File: src/rtl/tess_pkg.sv
package tess_pkg;
  localparam int TESS_FW   = 16;  // fraction bits of a coordinate
  localparam int TESS_KW   = 7;   // bits of factor and axis index
  localparam int TESS_FMAX = 64;  // largest accepted factor

  typedef enum logic [1:0] {ST_IDLE, ST_RUN, ST_DONE} tess_state_e;

  // Corner i of the output list is corner (i xor mask) of the patch.
  // u fold swaps along x (mask 1), v fold swaps along y (mask 3).
  function automatic logic [7:0] order_code(input logic fu, input logic fv);
    logic [1:0] mask;
    logic [7:0] code;
    mask = {fv, fu ^ fv};
    for (int i = 0; i < 4; i++) code[2*i +: 2] = 2'(i) ^ mask;
    return code;
  endfunction

  function automatic logic [TESS_KW-1:0] clamp_factor(input logic [TESS_KW-1:0] f);
    if (f == '0) return TESS_KW'(1);
    if (f > TESS_KW'(TESS_FMAX)) return TESS_KW'(TESS_FMAX);
    return f;
  endfunction

  // Whole and fractional part of one axis step, 2^FW / f.
  function automatic logic [TESS_FW:0] step_whole(input logic [TESS_KW-1:0] f);
    logic [TESS_FW:0] one;
    one = {1'b1, {TESS_FW{1'b0}}};
    return one / {{(TESS_FW+1-TESS_KW){1'b0}}, f};
  endfunction

  function automatic logic [TESS_KW-1:0] step_rem(input logic [TESS_KW-1:0] f);
    logic [TESS_FW:0] one;
    logic [TESS_FW:0] rem;
    one = {1'b1, {TESS_FW{1'b0}}};
    rem = one % {{(TESS_FW+1-TESS_KW){1'b0}}, f};
    return rem[TESS_KW-1:0];
  endfunction
endpackage

File: src/rtl/tess_axis.sv
module tess_axis
  import tess_pkg::*;
#(
  parameter int FW = TESS_FW,
  parameter int KW = TESS_KW
) (
  input  logic          clk,
  input  logic          rst_n,
  input  logic          clear,
  input  logic          step,
  input  logic [KW-1:0] factor,
  input  logic [FW:0]   inc_q,
  input  logic [KW-1:0] inc_r,
  output logic          last,
  output logic          fold,
  output logic [FW-1:0] coord
);
  localparam logic [FW:0] ONE = {1'b1, {FW{1'b0}}};

  logic [KW-1:0] k;
  logic [FW:0]   q;      // floor(k * 2^FW / factor)
  logic [KW-1:0] r;      // remainder of that quotient
  logic [KW:0]   rsum;
  logic          wrap;
  logic [FW:0]   mirror; // floor((factor-k) * 2^FW / factor)

  assign rsum   = {1'b0, r} + {1'b0, inc_r};
  assign wrap   = rsum >= {1'b0, factor};
  assign last   = (k == factor);
  assign fold   = {k, 1'b0} > {1'b0, factor};
  assign mirror = ONE - q - {{FW{1'b0}}, |r};
  assign coord  = fold ? mirror[FW-1:0] : q[FW-1:0];

  always_ff @(posedge clk or negedge rst_n) begin
    if (!rst_n) begin
      k <= '0;
      q <= '0;
      r <= '0;
    end else if (clear) begin
      k <= '0;
      q <= '0;
      r <= '0;
    end else if (step) begin
      k <= k + KW'(1);
      q <= q + inc_q + {{FW{1'b0}}, wrap};
      r <= wrap ? KW'(rsum - {1'b0, factor}) : rsum[KW-1:0];
    end
  end

  // a folded value never reaches one half or beyond
  assert_fold_below_half_R7: assert property (@(posedge clk) disable iff (!rst_n)
    fold |-> (!mirror[FW] && mirror[FW-1:0] < ONE[FW:1]));

  // the index never runs past the factor
  assert_index_in_range_R3: assert property (@(posedge clk) disable iff (!rst_n)
    (k <= factor) || $past(clear));

  // the remainder stays below the divisor
  assert_rem_below_factor_R3: assert property (@(posedge clk) disable iff (!rst_n)
    r < factor);
endmodule

File: src/rtl/tess_ctrl.sv
module tess_ctrl
  import tess_pkg::*;
(
  input  logic clk,
  input  logic rst_n,
  input  logic start,
  input  logic quad,
  input  logic out_ready,
  input  logic u_last,
  input  logic v_last,
  output logic launch,
  output logic out_valid,
  output logic done,
  output logic clr_u,
  output logic stp_u,
  output logic clr_v,
  output logic stp_v
);
  tess_state_e st, st_nx;
  logic fire, row_end, final_pt;

  assign launch    = (st == ST_IDLE) && start;
  assign out_valid = (st == ST_RUN);
  assign done      = (st == ST_DONE);
  assign fire      = out_valid && out_ready;
  assign row_end   = fire && u_last;
  assign final_pt  = row_end && (!quad || v_last);

  assign stp_u = fire && !u_last;
  assign clr_u = launch || (row_end && !final_pt);
  assign clr_v = launch;
  assign stp_v = row_end && !final_pt;

  always_comb begin
    st_nx = st;
    unique case (st)
      ST_IDLE: if (start)    st_nx = ST_RUN;
      ST_RUN:  if (final_pt) st_nx = ST_DONE;
      ST_DONE:               st_nx = ST_IDLE;
      default:               st_nx = ST_IDLE;
    endcase
  end

  always_ff @(posedge clk or negedge rst_n) begin
    if (!rst_n) st <= ST_IDLE;
    else        st <= st_nx;
  end

  // done lasts one cycle
  assert_done_single_R9: assert property (@(posedge clk) disable iff (!rst_n)
    done |=> !done);

  // the last accepted point is followed by done
  assert_done_after_last_R9: assert property (@(posedge clk) disable iff (!rst_n)
    final_pt |=> done && !out_valid);

  // a stalled point stays presented
  assert_hold_valid_R8: assert property (@(posedge clk) disable iff (!rst_n)
    (out_valid && !out_ready) |=> out_valid);
endmodule

File: src/rtl/tess_coord_gen.sv
module tess_coord_gen
  import tess_pkg::*;
#(
  parameter int FW = TESS_FW,
  parameter int KW = TESS_KW
) (
  input  logic          clk,
  input  logic          rst_n,
  input  logic          start,
  input  logic [KW-1:0] factor_in,
  input  logic          quad_in,
  input  logic          out_ready,
  output logic          out_valid,
  output logic [FW-1:0] out_u,
  output logic [FW-1:0] out_v,
  output logic [7:0]    out_order,
  output logic          done
);
  localparam logic [FW:0] ONE = {1'b1, {FW{1'b0}}};

  logic [KW-1:0] fac_r;
  logic          quad_r;
  logic [FW:0]   inc_q;
  logic [KW-1:0] inc_r;
  logic          launch;
  logic          clr_u, stp_u, clr_v, stp_v;
  logic          u_last, v_last, u_fold, v_fold;

  always_ff @(posedge clk or negedge rst_n) begin
    if (!rst_n) begin
      fac_r  <= KW'(1);
      quad_r <= 1'b0;
    end else if (launch) begin
      fac_r  <= clamp_factor(factor_in);
      quad_r <= quad_in;
    end
  end

  assign inc_q = step_whole(fac_r);
  assign inc_r = step_rem(fac_r);

  tess_ctrl u_ctrl (
    .clk(clk), .rst_n(rst_n), .start(start), .quad(quad_r),
    .out_ready(out_ready), .u_last(u_last), .v_last(v_last),
    .launch(launch), .out_valid(out_valid), .done(done),
    .clr_u(clr_u), .stp_u(stp_u), .clr_v(clr_v), .stp_v(stp_v)
  );

  tess_axis #(.FW(FW), .KW(KW)) u_axis_u (
    .clk(clk), .rst_n(rst_n), .clear(clr_u), .step(stp_u),
    .factor(fac_r), .inc_q(inc_q), .inc_r(inc_r),
    .last(u_last), .fold(u_fold), .coord(out_u)
  );

  tess_axis #(.FW(FW), .KW(KW)) u_axis_v (
    .clk(clk), .rst_n(rst_n), .clear(clr_v), .step(stp_v),
    .factor(fac_r), .inc_q(inc_q), .inc_r(inc_r),
    .last(v_last), .fold(v_fold), .coord(out_v)
  );

  assign out_order = order_code(u_fold, v_fold);

  // nothing presented straight out of reset
  assert_reset_quiet_R1: assert property (@(posedge clk)
    !rst_n |=> !out_valid && !done);

  // emitted coordinates stay within one half
  assert_coord_half_R7: assert property (@(posedge clk) disable iff (!rst_n)
    out_valid |-> (out_u <= ONE[FW:1]) && (out_v <= ONE[FW:1]));

  // stalled point keeps its payload
  assert_stall_stable_R8: assert property (@(posedge clk) disable iff (!rst_n)
    (out_valid && !out_ready) |=> $stable(out_u) && $stable(out_v) && $stable(out_order));

  // segments keep v at zero
  assert_segment_v_zero_R3: assert property (@(posedge clk) disable iff (!rst_n)
    (out_valid && !quad_r) |-> out_v == '0);

  // only the four legal corner orders appear
  assert_order_legal_R6: assert property (@(posedge clk) disable iff (!rst_n)
    out_valid |-> (out_order == 8'hE4 || out_order == 8'hB1 ||
                   out_order == 8'h1B || out_order == 8'h4E));

  // configuration frozen while streaming
  assert_cfg_frozen_R10: assert property (@(posedge clk) disable iff (!rst_n)
    (out_valid && $past(out_valid)) |-> $stable(fac_r) && $stable(quad_r));

  // done never overlaps a presented point
  assert_done_no_valid_R9: assert property (@(posedge clk) disable iff (!rst_n)
    done |-> !out_valid);
endmodule

File: config.mk
export PLATFORM = sky130hd
export DESIGN_NAME = tess_coord_gen
export DESIGN_NICKNAME = d
export VERILOG_FILES = /design/src/rtl/tess_pkg.sv /design/src/rtl/tess_axis.sv /design/src/rtl/tess_ctrl.sv /design/src/rtl/tess_coord_gen.sv
export SDC_FILE = /design/constraint.sdc
export NUM_CORES = 1
export LEC_CHECK = 0
export BUFFER_PORTS_ARGS = -buffer_cell sky130_fd_sc_hd__buf_2
export CAP_MARGIN = 20
export CORE_ASPECT_RATIO = 0.5
export CORE_UTILIZATION = 45
export DETAILED_ROUTE_END_ITERATION = 10
export GPL_ROUTABILITY_DRIVEN = 0
export HOLD_SLACK_MARGIN = 0.15
export PLACE_DENSITY = 0.68
export SLEW_MARGIN = 20
export SYNTH_ARGS = -nofsm -noshare
export SYNTH_HDL_FRONTEND = slang
export SYNTH_SLANG_ARGS = --single-unit
export TNS_END_PERCENT = 10
File: constraint.sdc
create_clock -name clk -period 34.5 [get_ports clk]
set_input_delay 5.175 -clock clk [delete_from_list [all_inputs] [get_ports clk]]
set_output_delay 5.175 -clock clk [all_outputs]
set_load 0.01 [all_outputs]
==> impl_summary.txt <==
----------------------------------------------------
[Hold path]
  Class of the tightest hold or removal check ... reg -> reg

[Layout]
  Multi-input gate area in the final layout ... 0.0113 mm^2
  Layout overhead on the synthesized area ... 15.1%
  Final Util ... between 50% and 60%
  # nets final ... 2,038
  Cell Count, Final, Fillers Out ... about 2,200
  FILL cells ... 2,650
  Layout cells sized above 1 ... 17.4%
  FF+latch area ... 0.00176 mm^2

[Global routing]
  Maximum number of pins on one net before global-route repair ... 71
  Total routing usage reported by global routing ... 23.8%
  Initial antenna violation count ... 0
  Global-route wire length before repair ... 58,300 um
  Leftover overflow at the end of global routing ... 0
  Vias in the first global route ... around 12,000

[Logic synthesis]
  Most frequently used flop master after synthesis ... sky130_fd_sc_hd__dfrtp_1
  Most frequent cell after synthesis ... sky130_fd_sc_hd__ha_1
  Area fraction of the dominant cell type after synthesis ... 17.7%
  Warning count from the yosys run ... 0
  Number of standard cells after synthesis ... 1,723
  Synthesized area per cell ... between 7 and 8 um^2
  Count of flip-flops with a built-in enable after synthesis ... 0
  Cell accounting for the most synthesized area ... sky130_fd_sc_hd__ha_1
  Proportion of register bits with asynchronous set or reset after synthesis ... 100%
  Area of the mapped netlist ... 0.0132 mm^2
  Number of flip-flops and latches in the synthesized netlist ... 70
  Top area cells in the synthesized netlist ... sky130_fd_sc_hd__ha_1, sky130_fd_sc_hd__dfrtp_1, sky130_fd_sc_hd__xnor2_1
  Post-Synthesis Net Count ... approximately 1,900
  Post-synthesis sequential area ratio ... 13.2%
  Count of different cell masters after synthesis ... between 100 and 150
  Most common library cells after synthesis ... sky130_fd_sc_hd__ha_1, sky130_fd_sc_hd__nor2_1, sky130_fd_sc_hd__o21ai_0

[CTS]
  Worst-Skew Late Latency ... 0.35 ns
  Clock input transition at the sequential cells of the worst setup and hold paths ... roughly 0.060 ns
  Number of buffers on the longest clock path ... 2
  Clock tree root buffer cell ... sky130_fd_sc_hd__clkbuf_16
  H-tree level count ... 3
  TritonCTS clock tree ... built
  Clock tree sinks ... 70
  Post-CTS Hold Buffers ... 0
  CTS Buf Count ... 9

[Setup path]
  Largest stage delay, worst path ... 0.59 ns
  Worst Path Class, Setup ... reg -> reg
  WP data required ... 34.72 ns
  Data arrival time of the worst path ... 32.77 ns
  Worst Setup End Kind ... flop
  Slowest cell on the critical path ... sky130_fd_sc_hd__or4_4
  Kind of start point of the critical path ... flop
  Critical-path maximum fanout ... 20

[Route]
  Number of vias after detailed routing ... 12,800
  DR WL/cell ... 16.5 um
  Vias per std cell ... 5.78
  Final ANT Viol Nets ... 0
  Initial detailed-routing violation count ... 892
  Number of iterations in the first detailed-routing pass ... 6
  WL final ... 36,600 um
  Post-route DRC ... 0

[Timing]
  Final hold slack ... 0.510 ns
  Clock Skews ... approximately 0.0057 ns
  Finish-stage setup viols ... 0
  Max-slew violation count ... 0
  Minimum period implied by the final worst setup slack ... 32.55 ns
  Remaining max-slew budget at the tightest pin ... 32.1%
  Worst slew pin tran ... 1.02 ns
  Post-route clock period utilization ... 94.3%
  Achievable frequency ... between 0.03 and 0.04 GHz
  Setup TNS ... 0 ns
  Final Hold Fails ... 0

[Floorplan]
  Floorplan die height ... about 120 um
  # IOs ... 54
  Placeable core area ... 0.0283 mm^2
  Die extent in x ... 245 um
  Starting density of the core ... 46.8%
  Number of rows in the core area ... 43
  Area of the die ... around 0.03 mm^2

[Place]
  Total of buffers placed on input and output ports ... 53
  Placed wire-length estimate ... 26,900 um
  Placed cell count ... roughly 2,200

[Pwr]
  Power consumption ... 564 uW
  Power per Cell Area ... ~37 mW/mm^2
  Worst-case vdd ir drop ... 0.0000397 V
  Lkg Pwr ... 0.00735 uW

[Outcome]
  Outcome ... finished clean

[Run]
  Max Cap Violations ... 0

----------------------------------------------------
-- final timing paths --
kind	depth (start not counted)	slack (ns)	end	from
max	175	1.95	u_axis_u.q[15]	fac_r[4]
min	1	0.51	u_axis_v.q[15]	u_axis_v.q[15]
max reg2reg	175	1.95	u_axis_u.q[15]	fac_r[4]
min reg2reg	1	0.51	u_axis_v.q[15]	u_axis_v.q[15]
max in group asynchronous	2	28.78	fac_r[4]	rst_n
min in group asynchronous	2	5.03	u_axis_u.q[0]	rst_n
-- cells by family after synthesis --
| family | count (synthesis) | synth area share (%) |
|---|---|---|
| multiplexers | 45 | 3.86 |
| flip-flops | 70 | 13.2 |
| adder cells (fa/ha/maj) | 195 | 18.9 |
| buffers and inverters | 166 | 5.06 |
| AND/OR/NAND/NOR | 567 | 22.6 |
| XOR/XNOR | 133 | 8.80 |
| AO/OA/AOI/OAI | 547 | 27.6 |
-- repair_timing --
item | 4_1_cts | 5_1_grt
pin swaps | 1 | 39
setup buffers | 1 | 44
endpoints found under the hold margin | 0 | 0
endpoints found under the setup margin | 13 | 45
gates resized for setup | 13 | 89
-- flip-flops by register name, indices dropped and copies added (netlist names) --
signal	count
quad_r	1
u_axis_v.r	7
u_ctrl.st	2
u_axis_u.r	7
u_axis_v.k	7
fac_r	7
u_axis_v.q	16
u_axis_u.q	16
u_axis_u.k	7
-- metrics by stage --
| stage | setup slack, ns | instance area, um^2 |
|---|---|---|
| global route | -0.285 | 15200 |
| floorplan | 0.0755 | 13200 |
| global placement | -0.00588 | 14100 |
| finish | 1.95 | 15200 |
| detailed placement | -0.959 | 14100 |
| CTS | 0.0280 | 14500 |
-- critical path, delay by kind of cell, from the launching register on --
family	cells	cell delay [ns]
compound gates	84	14.16
xor+xnor	2	0.26
fa+ha+maj	19	5.62
buf+inv	16	2.08
flops	1	0.43
mux	8	2.08
simple gates	46	7.69
-- layer usage --
layer  part of all wire [%]  track usage, %
met4                    1.4            5.43
met2                     44            39.5
met1                     49            33.7
met5                      0               0
met3                    5.3            1.78
-- cell type report --
| cell class | instances | area share (%) |
|---|---|---|
| Inverter | 119 | 2.96 |
| Sequential cell | 70 | 11.5 |
| Antenna cell | 1 | 0.0164 |
| Multi-Input combinational cell | 1487 | 73.9 |
| Timing Repair Buffer | 144 | 6.31 |
| Clock buffer | 11 | 1.59 |
| Clock inverter | 5 | 0.534 |
| Tap cell | 382 | 3.14 |
-- placed cells by master, fill, tap and decap left out, drive strengths merged, types with 68 or more instances in the layout --
cell,n
nand3,68
nand2,121
buf,144
ha,187
nor2,138
o21ai,145
xnor2,91
inv,118
dfrtp,69
a21oi,132
-- power breakdown --
group / total [uW] / switching (uW) / internal, uW
Combinational: 349 / 185 / 165
Sequential: 110 / 16.4 / 93.8
Clock: 104 / 38.7 / 65.4
Power figures use the tool's default switching activity.
